**src/rtl/burst_seq_pkg.sv**
```systemverilog
`timescale 1ns/1ps
// Package: shared cycle-type encoding for the burst sequencer.
// Assumes: codes are exported on cyc_type and decoded by the RAM core.
package burst_seq_pkg;
    typedef enum logic [2:0] {
        CYC_DESEL    = 3'd0,
        CYC_RD_BEGIN = 3'd1,
        CYC_WR_BEGIN = 3'd2,
        CYC_CONT     = 3'd3,
        CYC_SUSP     = 3'd4
    } cyc_e;
endpackage

```
**src/rtl/burst_cycle_decode.sv**
```systemverilog
`timescale 1ns/1ps
// Module: burst_cycle_decode
// Combinational decode of one clock's controls into a cycle type.
// Assumes: the processor strobe has priority over the controller strobe.
// When en1_n is high, the processor strobe is ignored entirely.
module burst_cycle_decode
    import burst_seq_pkg::*;
(
    input  logic strb_proc_n,
    input  logic strb_ctrl_n,
    input  logic adv_n,
    input  logic en1_n,
    input  logic en2,
    input  logic en3_n,
    input  logic wr_req,
    output cyc_e cyc,
    output logic load
);
    logic sel;
    logic proc_take;
    logic ctrl_take;

    // Purpose: qualify the strobes and the full chip select.
    always_comb begin
        sel       = ~en1_n & en2 & ~en3_n;
        proc_take = ~strb_proc_n & ~en1_n;
        ctrl_take = ~strb_ctrl_n;
    end

    // Purpose: choose the cycle type by strobe priority.
    always_comb begin
        if (proc_take) begin
            cyc = sel ? CYC_RD_BEGIN : CYC_DESEL;
        end else if (ctrl_take) begin
            if (!sel)
                cyc = CYC_DESEL;
            else if (strb_proc_n && wr_req)
                cyc = CYC_WR_BEGIN;
            else
                cyc = CYC_RD_BEGIN;
        end else begin
            cyc = adv_n ? CYC_SUSP : CYC_CONT;
        end
        load = (cyc == CYC_RD_BEGIN) || (cyc == CYC_WR_BEGIN);
    end
endmodule

```
**src/rtl/burst_beat_ctr.sv**
```systemverilog
`timescale 1ns/1ps
// Module: burst_beat_ctr
// Holds the loaded low offset and a beat count, and forms the low address bits.
// Assumes: order_il is static; it is applied without a register.
// The count wraps within 2**BURST_BITS beats and never carries upward.
module burst_beat_ctr #(
    parameter int BURST_BITS = 2
) (
    input  logic                  clk,
    input  logic                  rst_n,
    input  logic                  load,
    input  logic                  step,
    input  logic                  order_il,
    input  logic [BURST_BITS-1:0] start_in,
    output logic [BURST_BITS-1:0] low_addr
);
    logic [BURST_BITS-1:0] start_q;
    logic [BURST_BITS-1:0] beat_q;

    // Purpose: capture the offset on a load, otherwise count beats.
    always_ff @(posedge clk) begin
        if (!rst_n) begin
            start_q <= '0;
            beat_q  <= '0;
        end else if (load) begin
            start_q <= start_in;
            beat_q  <= '0;
        end else if (step) begin
            beat_q  <= beat_q + 1'b1;
        end
    end

    // Purpose: map the beat number to an address by the selected order.
    always_comb begin
        if (order_il)
            low_addr = start_q ^ beat_q;
        else
            low_addr = start_q + beat_q;
    end
endmodule

```
**src/rtl/burst_addr_seq.sv**
```systemverilog
`timescale 1ns/1ps
// Module: burst_addr_seq (top)
// Burst word-address sequencer: loads an external address on a start strobe,
// steps the low bits by the chosen order, and registers cycle type, write flag
// and chip-active flag.
// Assumes: ADDR_W > BURST_BITS; order_il is tied off or changed only while idle.
module burst_addr_seq
    import burst_seq_pkg::*;
#(
    parameter int ADDR_W     = 17,
    parameter int BURST_BITS = 2
) (
    input  logic              clk,
    input  logic              rst_n,
    input  logic              order_il,
    input  logic              strb_proc_n,
    input  logic              strb_ctrl_n,
    input  logic              adv_n,
    input  logic              en1_n,
    input  logic              en2,
    input  logic              en3_n,
    input  logic              wr_req,
    input  logic [ADDR_W-1:0] addr_in,
    output logic [ADDR_W-1:0] addr_out,
    output logic              is_write,
    output logic              chip_act,
    output logic [2:0]        cyc_type
);
    localparam int UP_W = ADDR_W - BURST_BITS;

    cyc_e                  cyc_d;
    cyc_e                  cyc_q;
    logic                  load;
    logic [UP_W-1:0]       upper_q;
    logic [BURST_BITS-1:0] low_addr;

    burst_cycle_decode u_dec (
        .strb_proc_n (strb_proc_n),
        .strb_ctrl_n (strb_ctrl_n),
        .adv_n       (adv_n),
        .en1_n       (en1_n),
        .en2         (en2),
        .en3_n       (en3_n),
        .wr_req      (wr_req),
        .cyc         (cyc_d),
        .load        (load)
    );

    burst_beat_ctr #(.BURST_BITS(BURST_BITS)) u_ctr (
        .clk      (clk),
        .rst_n    (rst_n),
        .load     (load),
        .step     (cyc_d == CYC_CONT),
        .order_il (order_il),
        .start_in (addr_in[BURST_BITS-1:0]),
        .low_addr (low_addr)
    );

    // Purpose: update upper address, flags and cycle type from the decode.
    always_ff @(posedge clk) begin
        if (!rst_n) begin
            upper_q  <= '0;
            is_write <= 1'b0;
            chip_act <= 1'b0;
            cyc_q    <= CYC_DESEL;
        end else begin
            cyc_q <= cyc_d;
            case (cyc_d)
                CYC_DESEL: begin
                    chip_act <= 1'b0;
                    is_write <= 1'b0;
                end
                CYC_RD_BEGIN: begin
                    upper_q  <= addr_in[ADDR_W-1:BURST_BITS];
                    chip_act <= 1'b1;
                    is_write <= 1'b0;
                end
                CYC_WR_BEGIN: begin
                    upper_q  <= addr_in[ADDR_W-1:BURST_BITS];
                    chip_act <= 1'b1;
                    is_write <= 1'b1;
                end
                default: begin
                end
            endcase
        end
    end

    // Purpose: assemble the exported address and cycle code.
    always_comb begin
        addr_out = {upper_q, low_addr};
        cyc_type = cyc_q;
    end
endmodule

```
**config.mk**
```make
export PLATFORM = sky130hd
export DESIGN_NAME = burst_addr_seq
export DESIGN_NICKNAME = d
export VERILOG_FILES = /design/src/rtl/burst_seq_pkg.sv /design/src/rtl/burst_cycle_decode.sv /design/src/rtl/burst_beat_ctr.sv /design/src/rtl/burst_addr_seq.sv
export SDC_FILE = /design/constraint.sdc
export NUM_CORES = 1
export LEC_CHECK = 0
export ABC_AREA = 1
export BUFFER_PORTS_ARGS = -buffer_cell sky130_fd_sc_hd__buf_4
export CAP_MARGIN = 20
export CORE_MARGIN = 2
export CORE_UTILIZATION = 51
export CTS_CLUSTER_SIZE = 40
export DETAILED_ROUTE_END_ITERATION = 8
export PLACE_DENSITY = 0.83
export SLEW_MARGIN = 10
export SYNTH_ARGS = -nofsm -noshare
export SYNTH_HDL_FRONTEND = slang
export SYNTH_SLANG_ARGS = --single-unit
```
**constraint.sdc**
```tcl
create_clock -name clk -period 2.5 [get_ports clk]
set_input_delay 0.25 -clock clk [delete_from_list [all_inputs] [get_ports clk]]
set_output_delay 0.25 -clock clk [all_outputs]
set_load 0.1 [all_outputs]
```
* Word-level counts from Yosys, hierarchy flattened
Index checks and enable logic that the tools add are counted.
Storage, ports and cells: output and inout bits 22, memories 0, bits in latches 0, bits in writable memories 0, bits in registers 24, word-level logic and storage cells 36, bits in read-only memories 0, bits of input ports 27
Cells by class: multiply operators 0, div/mod/pow operators 0, shifts and indexed selects 0, reductions and logical operators 8, equal/unequal tests 3, multiplexer cells 9, $lt $le $gt $ge 0, $add $sub $neg 2, bitwise gates (word level) 8
Operators by type and width (number):
- $mux 3 | 4
- $eq 3x2->1 const B | 2
- $reduce_or 2->1 | 3
- $mux 2 | 2
- $not 1->1 | 4
- $pmux 1 s2 | 2
- $reduce_bool 2->1 | 2
- $and 1x1->1 | 3
- $eq 3x1->1 const B | 1
- $logic_not 3->1 | 1
- $add 2x1->2 const B | 1
- $add 2x2->2 | 1
- $xor 2x2->2 | 1
- $logic_and 1x1->1 | 1
- $logic_or 1x1->1 | 1
- $mux 1 | 1

* Depth between registers and ports, before layout
Gate-level depths: netlist (run 1).
depth in word-level cells 9, mapped depth 11, depth with buffers taken out 10

* Modules after synthesis
From an unflattened synthesis (run 1), not the netlist that was laid out.
Second synthesis, totals: cells, all modules 169, area, all modules 1136.1 um2
Modules (own cells, without submodules):
- burst_addr_seq | cells an instance 121, sequential area each 400.4 um2, area an instance 860.8 um2, times used 1
- burst_beat_ctr | cells an instance 34, sequential area each 80.1 um2, area an instance 210.2 um2, times used 1
- burst_cycle_decode | cells an instance 14, sequential area each 0.0 um2, area an instance 65.1 um2, times used 1

* Least setup slack after synthesis (run 1)
OpenSTA, ideal clock, no wires.
path type register -> output, from register u_ctr.beat_q[0], to output port addr_out[1], data arrival time 1.317 ns, data required time 2.250 ns, path slack 0.933 ns, path buffers 0, cell stages (with the launch flop) 6, cell sequence dfxtp_1 > ha_1 > inv_1 > nor2_1 > xor2_1 > inv_1
Between the ends: longest elaborated chain between the ends 2
RTL lines:
- start, declared | line burst_beat_ctr.sv:18 | logic [BURST_BITS-1:0] beat_q;
- start signal, assigned | line burst_beat_ctr.sv:29 | beat_q <= beat_q + 1'b1;
- $add 2x2->2 | line burst_beat_ctr.sv:38 | low_addr = start_q + beat_q;
- $mux 2 | line burst_beat_ctr.sv:35 | if (order_il)
- end, declared | line burst_addr_seq.sv:24 | output logic [ADDR_W-1:0] addr_out,
Every way passes these cells.

* Worst setup path after layout (run 1)
Ends and elaborated chain as after synthesis.

==> reports/results.txt, run 1 <==
status -> finished, final reports clean
area delta synth->final -> 27.9%
drt total wl -> 2.71 mm
total CTS buffers -> 3
leakage power -> 0.887 nW
# port buffers -> 48
Worst VDD drop -> 495 uV
Pwr Total -> 0.00115 W
CTS Hold Bufs -> 0
Clk pwr share -> 0.178
PwrDens -> 714 nW/um^2
P_sw -> 0.000515 W
DRC -> 0
GRT Resource Usage Total -> 0.197
cts repair resizes -> 0
largest net degree at the start of global routing -> 38
Initial Util -> 0.522
Final GP Congestion -> 0.760
Tmin final -> 1.71 ns
Critical Path AT -> 1.46 ns
IO Count -> 49
Via density -> 4.85
number of global-route vias before repair -> 1028
R2R Setup Slk -> 1.63 ns
Die Span Y -> 53.7 um
highest clock rate -> 584 MHz
Die X -> 53.7 um
number of synthesis warnings -> 0
Worst-Margin Slew -> 0.589 ns
setup tns final -> 0 ns
layout cells sized above 1 -> 0.351
clk_lat worst skew -> 0.32 ns
gr ovfl total -> 0
mapped cell area -> 1260 um^2
final worst path period share -> 0.685
CTS tree -> yes
Worst setup SP type -> flop
H-tree depth -> 1
Mapped Nets -> 195
RSZ-0062 raised after global routing -> false
Synth Instances -> 167
CP Launch Point -> u_ctr.beat_q[0]
post-route clock skew -> 0.000137 ns
critical path required time -> 2.25 ns
CTS clk-pin slew, worst paths -> 0.13 ns
max-cap check violation count -> 0
First-pass DRT Iterations -> 5
Hold Path Class -> in -> reg
CTS Sinks -> 24
CP endpoint -> addr_out[1]
Filler cells -> 210
HPWL Detailed -> 2.01 mm
initial antenna violation count -> 0
DIE AREA -> 2880 um^2
Worst slew margin -> 0.607
CP max FO -> 3
sequential share of the synthesized area -> 0.382
Cell variety after synth -> 19
register share of total power -> 0.381
RR Startpoint -> u_ctr.beat_q[0]
Via Count -> 1170
final setup fails -> 0
global-route wire length before repair -> 4.20 mm
maximum clock insertion buffer count -> 2
Post-CTS Setup Bufs -> 0
core area -> 2410 um^2
CP endpoint kind -> output port
root buffer cell -> clkbuf_4
Placed Instances -> 237
cell depth of the worst flop-to-flop path -> 4
reg2reg end -> u_ctr.beat_q[1]
FP Rows -> 18
drt initial violations -> 17
final std cells w/o fill -> 241
Crit Path Class -> reg -> out
Int Pwr -> 0.000635 W
final hold vios -> 0
Logic pwr share -> 0.441
diode count -> 0
Syn Area/Cell -> 7.54 um^2
post-DR wirelength/cell -> 11.3 um
Final ANT Viol Nets -> 0
layout net count -> 240
#FFs+latches synth -> 24
Sw Ratio -> 0.448
Max Slew Vio Count -> 0
==> registers in the layout (all words and copies together), names as in the netlist <==
register,count
u_ctr.start_q,2
u_ctr.beat_q,2
upper_q,15
is_write,1
cyc_type,3
chip_act,1
==> cells in the mapped netlist <==
master,n,area share
nand3_1,11,0.044
nand2_1,25,0.075
nor2_4,1,0.0089
nor2_2,2,0.0099
dfxtp_1,24,0.38
nand4_4,1,0.017
a21oi_1,19,0.076
inv_1,29,0.086
buf_4,2,0.012
xnor2_1,2,0.014
nand3_2,11,0.087
nand2_2,5,0.025
nor2_1,23,0.069
xor2_1,2,0.014
nand2_4,1,0.0089
buf_6,6,0.054
ha_1,1,0.0099
inv_2,1,0.0030
nand3b_1,1,0.0060
==> kinds of logic after synthesis <==
family                   share of synthesized area
AO/OA/AOI/OAI                               0.0755
buffers and inverters                        0.155
flip-flops                                   0.382
XOR/XNOR                                    0.0278
adder cells (fa/ha/maj)                    0.00994
AND/OR/NAND/NOR                              0.350
==> layout by cell type (no fill, tap or decap), types with 2 or more instances in the layout <==
cell / netlist / routed
nand2_1: 25 / 25
inv_1: 29 / 29
dfxtp_1: 24 / 24
nor2_2: 2 / 2
a21oi_1: 19 / 19
xor2_1: 2 / 2
nand3_2: 11 / 11
clkbuf_4: 0 / 3
xnor2_1: 2 / 2
nand3_1: 11 / 11
buf_4: 2 / 48
nor2_1: 23 / 23
nand2_2: 5 / 5
==> critical path, stage by stage, from the launching register on <==
cell	delay, ns
dfxtp_1	0.37
ha_1	0.21
inv_1	0.05
nor2_1	0.04
xor2_1	0.15
inv_1	0.06
buf_4	0.28
==> final cells by class <==
class	count	area, um^2	area share
tap	30	37.5	0.0233
multi-input combinational	105	583	0.362
sequential	24	480	0.298
timing repair buffer	48	360	0.224
clock buffer	4	36.3	0.0225
inverter	30	113	0.0699
==> per-layer routing <==
metal | global-route usage | vias up | part of all wire
met5 | 0 | - | 0
met4 | 0.0641 | 0 | 0.0085
met3 | 0.0500 | 4 | 0.062
met2 | 0.368 | 40 | 0.54
met1 | 0.214 | 527 | 0.39
li1 | - | 599 | -
==> power by group through the flow <==
stage | clock network [W] | logic [W] | registers [W]
global placement | 0 | 0.000496 | 0.000445
CTS | 0.000214 | 0.000509 | 0.000438
finish | 0.000205 | 0.000507 | 0.000438
detailed placement | 0 | 0.000508 | 0.000447
floorplan | 0 | 0.000191 | 0.000668
global route | 0.000218 | 0.000538 | 0.000442
==> how the worst min path moves through the flow <==
stage / startpoint / endpoint / slack (ns) / depth (start not counted)
2_1_floorplan: addr_in[1] / u_ctr.start_q[1] / 0.38 / 2
3_3_place_gp: is_write / is_write / 0.45 / 2
3_5_place_dp: is_write / is_write / 0.47 / 2
4_1_cts: addr_in[13] / upper_q[11] / 0.14 / 3
5_1_grt: addr_in[13] / upper_q[11] / 0.14 / 3
6_report: addr_in[13] / upper_q[11] / 0.14 / 3
==> metrics by stage <==
step	hold slack (ns)	utilization	setup slack [ns]	cell area, um^2
finish	0.145	0.668	0.788	1610
global route	0.140	0.668	0.706	1610
CTS	0.137	0.668	0.769	1610
detailed placement	0.466	0.653	0.816	1570
global placement	0.454	0.653	0.911	1570
floorplan	0.382	-	0.933	1260
No activity file was read; power rests on OpenSTA's default activity.
==> run 2, diff against run 1 <==
Settings changed: ABC_AREA 1 to 0, CORE_UTILIZATION 51 to 44, PLACE_DENSITY 0.83 to 0.77.
Clock period 2.5 ns to 1.6 ns, I/O delays scaled along.
==> run 2 against run 1 <==
  * Critical path depth decreased by 2
  * Cell count fell by 23%
  * Power grew 9.3%
  * Global-route usage is 1.7 points lower
  * Via count shrank 24%
  * Count of clock-buffer cells in the layout stayed put
  * Utilization down 0.53 points
==> reports/results.txt, run 2 <==
maximum clock insertion buffer count -> 2 (unchanged)
Die Span Y -> 52.2 um (-2.7%)
Post-synth EDFFs -> 0 (unchanged)
root buffer cell -> clkbuf_4
final worst path period share -> 0.950
Post-CTS Setup Bufs -> 0 (unchanged)
layout net count -> 186 (-23%)
CP endpoint kind -> output port
gr ovfl total -> 0 (unchanged)
leakage power -> 0.641 nW (-28%)
IO Count -> 49 (unchanged)
drt total wl -> 2.16 mm (-20%)
HPWL Detailed -> 1.59 mm (-21%)
core area -> 2210 um^2 (-8.2%)
Syn Area/Cell -> 9.30 um^2 (+23%)
hold_sp -> addr_in[4]
post-synth top area share -> 0.469 (+0.0877)
CTS Hold Bufs -> 0 (unchanged)
DRC -> 0 (unchanged)
Worst-Margin Slew -> 0.381 ns (-0.208 ns)
Pwr Total -> 0.00126 W (+9.3%)
total CTS buffers -> 3 (unchanged)
status -> finished, final reports clean
CP top delay family -> flip-flops
area of the multi-input gates -> 534 um^2 (-8.4%)
Max Slew Vio Count -> 0 (unchanged)
CTS tree -> yes
most frequent cell after synthesis -> nand2_1
CTS Sinks -> 24 (unchanged)
drt initial violations -> 4 (-13)
Initial Util -> 0.463 (-0.0597)
Final GP Congestion -> 0.676 (-11%)
Via density -> 4.84 (-0.35%)
Hold Path Class -> in -> reg
post-route clock skew -> 0.0000806 ns (-0.0000564 ns)
diode count -> 0 (unchanged)
CTS clk-pin slew, worst paths -> 0.13 ns (about the same)
Worst slew margin -> 0.746 (+0.139)
initial antenna violation count -> 0 (unchanged)
Seq. cell area -> 480 um^2 (unchanged)
RR Startpoint -> u_ctr.beat_q[0]
commonest non-fill, non-tap cell in the layout -> buf_4
Area contributors post-synth -> dfxtp_1 (47%), mux2i_1 (17%), nand2_1 (14%), a21boi_0 (2.2%), buf_12 (2.0%)
highest clock rate -> 658 MHz
PwrDens -> 858 nW/um^2 (+20%)
post-DR wirelength/cell -> 11.7 um (+3.7%)
max FFs per register -> 15 (unchanged)
Crit Path Class -> reg -> out
Mapped Nets -> 138 (-29%)
critical path required time -> 1.44 ns (-0.81 ns)
max incr delay on CP -> 0.38 ns (about the same)
layout cells sized above 1 -> 0.369 (+0.0187)
cts repair resizes -> 4 (+4)
H-tree depth -> 1 (unchanged)
clk_lat worst skew -> 0.32 ns (about the same)
number of global-route vias before repair -> 864 (-16%)
max-cap check violation count -> 0 (unchanged)
number of synthesis warnings -> 0 (unchanged)
CP Launch Point -> u_ctr.beat_q[0]
GRT Resource Usage Total -> 0.180 (-0.0170)
DP Area -> 1400 um^2 (-11%)
most frequent cells in the layout -> buf_4 (47), nand2_1 (37), dfxtp_1 (24), mux2i_1 (17), o21ai_0 (4)
cell taking the most area after synthesis -> dfxtp_1
First-pass DRT Iterations -> 3 (-2)
Critical Path AT -> 1.36 ns (-0.10 ns)
# port buffers -> 48 (unchanged)
final setup fails -> 0 (unchanged)
Synth top cells by count -> nand2_1 (37), dfxtp_1 (24), mux2i_1 (17), clkbuf_1 (4), o21ai_0 (4)
Synth Instances -> 110 (-34%)
Worst VDD drop -> 528 uV (+6.7%)
Worst path slowest cell -> dfxtp_1
Cell variety after synth -> 23 (+4)
#FFs+latches synth -> 24 (unchanged)
Post-Layout Inst Area -> 1470 um^2 (-8.9%)
FP Rows -> 17 (-1)
CP max FO -> 3 (unchanged)
global-route wire length before repair -> 3.64 mm (-13%)
ys async rst share -> 0 (unchanged)
sequential share of the synthesized area -> 0.469 (+0.0877)
Worst setup SP type -> flop
area delta synth->final -> 43.3%
CP cell instances -> ha_1 -> nor2b_4 -> xnor2_4 -> buf_12
DIE AREA -> 2730 um^2 (-5.3%)
crit path buf inv count -> 1 (-2)
ys flop type -> dfxtp_1
mapped cell area -> 1020 um^2 (-19%)
final hold vios -> 0 (unchanged)
largest net degree at the start of global routing -> 41 (+7.9%)
Top reg by flops -> upper_q
Die X -> 52.2 um (-2.7%)
Via Count -> 895 (-24%)
Filler cells -> 199 (-5.2%)
Tmin final -> 1.52 ns
Final ANT Viol Nets -> 0 (unchanged)
run 2: power breakdown:
part / switching, W / leakage [nW] / total [W] / internal, W
Clock: 0.000185 / 0.0210 / 0.000324 / 0.000139
Sequential: 0.0000101 / 0.195 / 0.000627 / 0.000617
Combinational: 0.000206 / 0.425 / 0.000306 / 0.0000998
Total: 0.000402 / 0.641 / 0.00126 / 0.000856
run 2: through the flow:
step                instances  worst slack, ns   util  setup TNS (ns)  hold WS, ns
finish                    185           0.0802  0.663               0       0.0751
CTS                       185           0.0110  0.658               0       0.0718
detailed placement        181            0.209  0.634               0        0.425
global route              185        -0.000595  0.663       -0.000595       0.0728
global placement          181            0.230  0.634               0        0.418
floorplan                 110            0.205      -               0        0.302
run 2: logic make-up (layout without fill, tap and decap cells):
family	count (synthesis)	count (layout)	share of synthesized area
muxes	17	17	0.166
xor gates and xnor gates	2	2	0.0171
DFF	24	24	0.469
and+or+nand+nor	47	47	0.220
AOI/OAI and AO/OA	12	12	0.0733
buffers and inverters	7	54	0.0416
adders and majority gates	1	1	0.0122
run 2: tightest hold or removal path, delay by kind of cell:
kind                   cells  cell delay (ns)
multiplexers               1             0.05
AND/OR/NAND/NOR            1             0.04
buffers and inverters      1             0.11
run 2: area by class of cell:
| type | count | share of cell area |
|---|---|---|
| tap | 28 | 0.0239 |
| sequential | 24 | 0.328 |
| multi-input combinational | 79 | 0.364 |
| inverter | 2 | 0.00512 |
| timing repair buffer | 48 | 0.254 |
| clock buffer | 4 | 0.0247 |
run 2: routing by layer:
metal | GRT usage | part of all wire
met3 | 0.0371 | 0.061
met2 | 0.325 | 0.51
met4 | 0.0641 | 0.016
met1 | 0.210 | 0.41
met5 | 0 | 0
run 2: path summary, 6_finish.rpt:
kind                           to  slack (ns)  cells after the start
setup / recovery      addr_out[1]        0.08                      4
hold / removal         upper_q[2]        0.08                      3
setup reg to reg  u_ctr.beat_q[1]        0.45                      3
hold reg to reg        upper_q[0]        0.47                      2
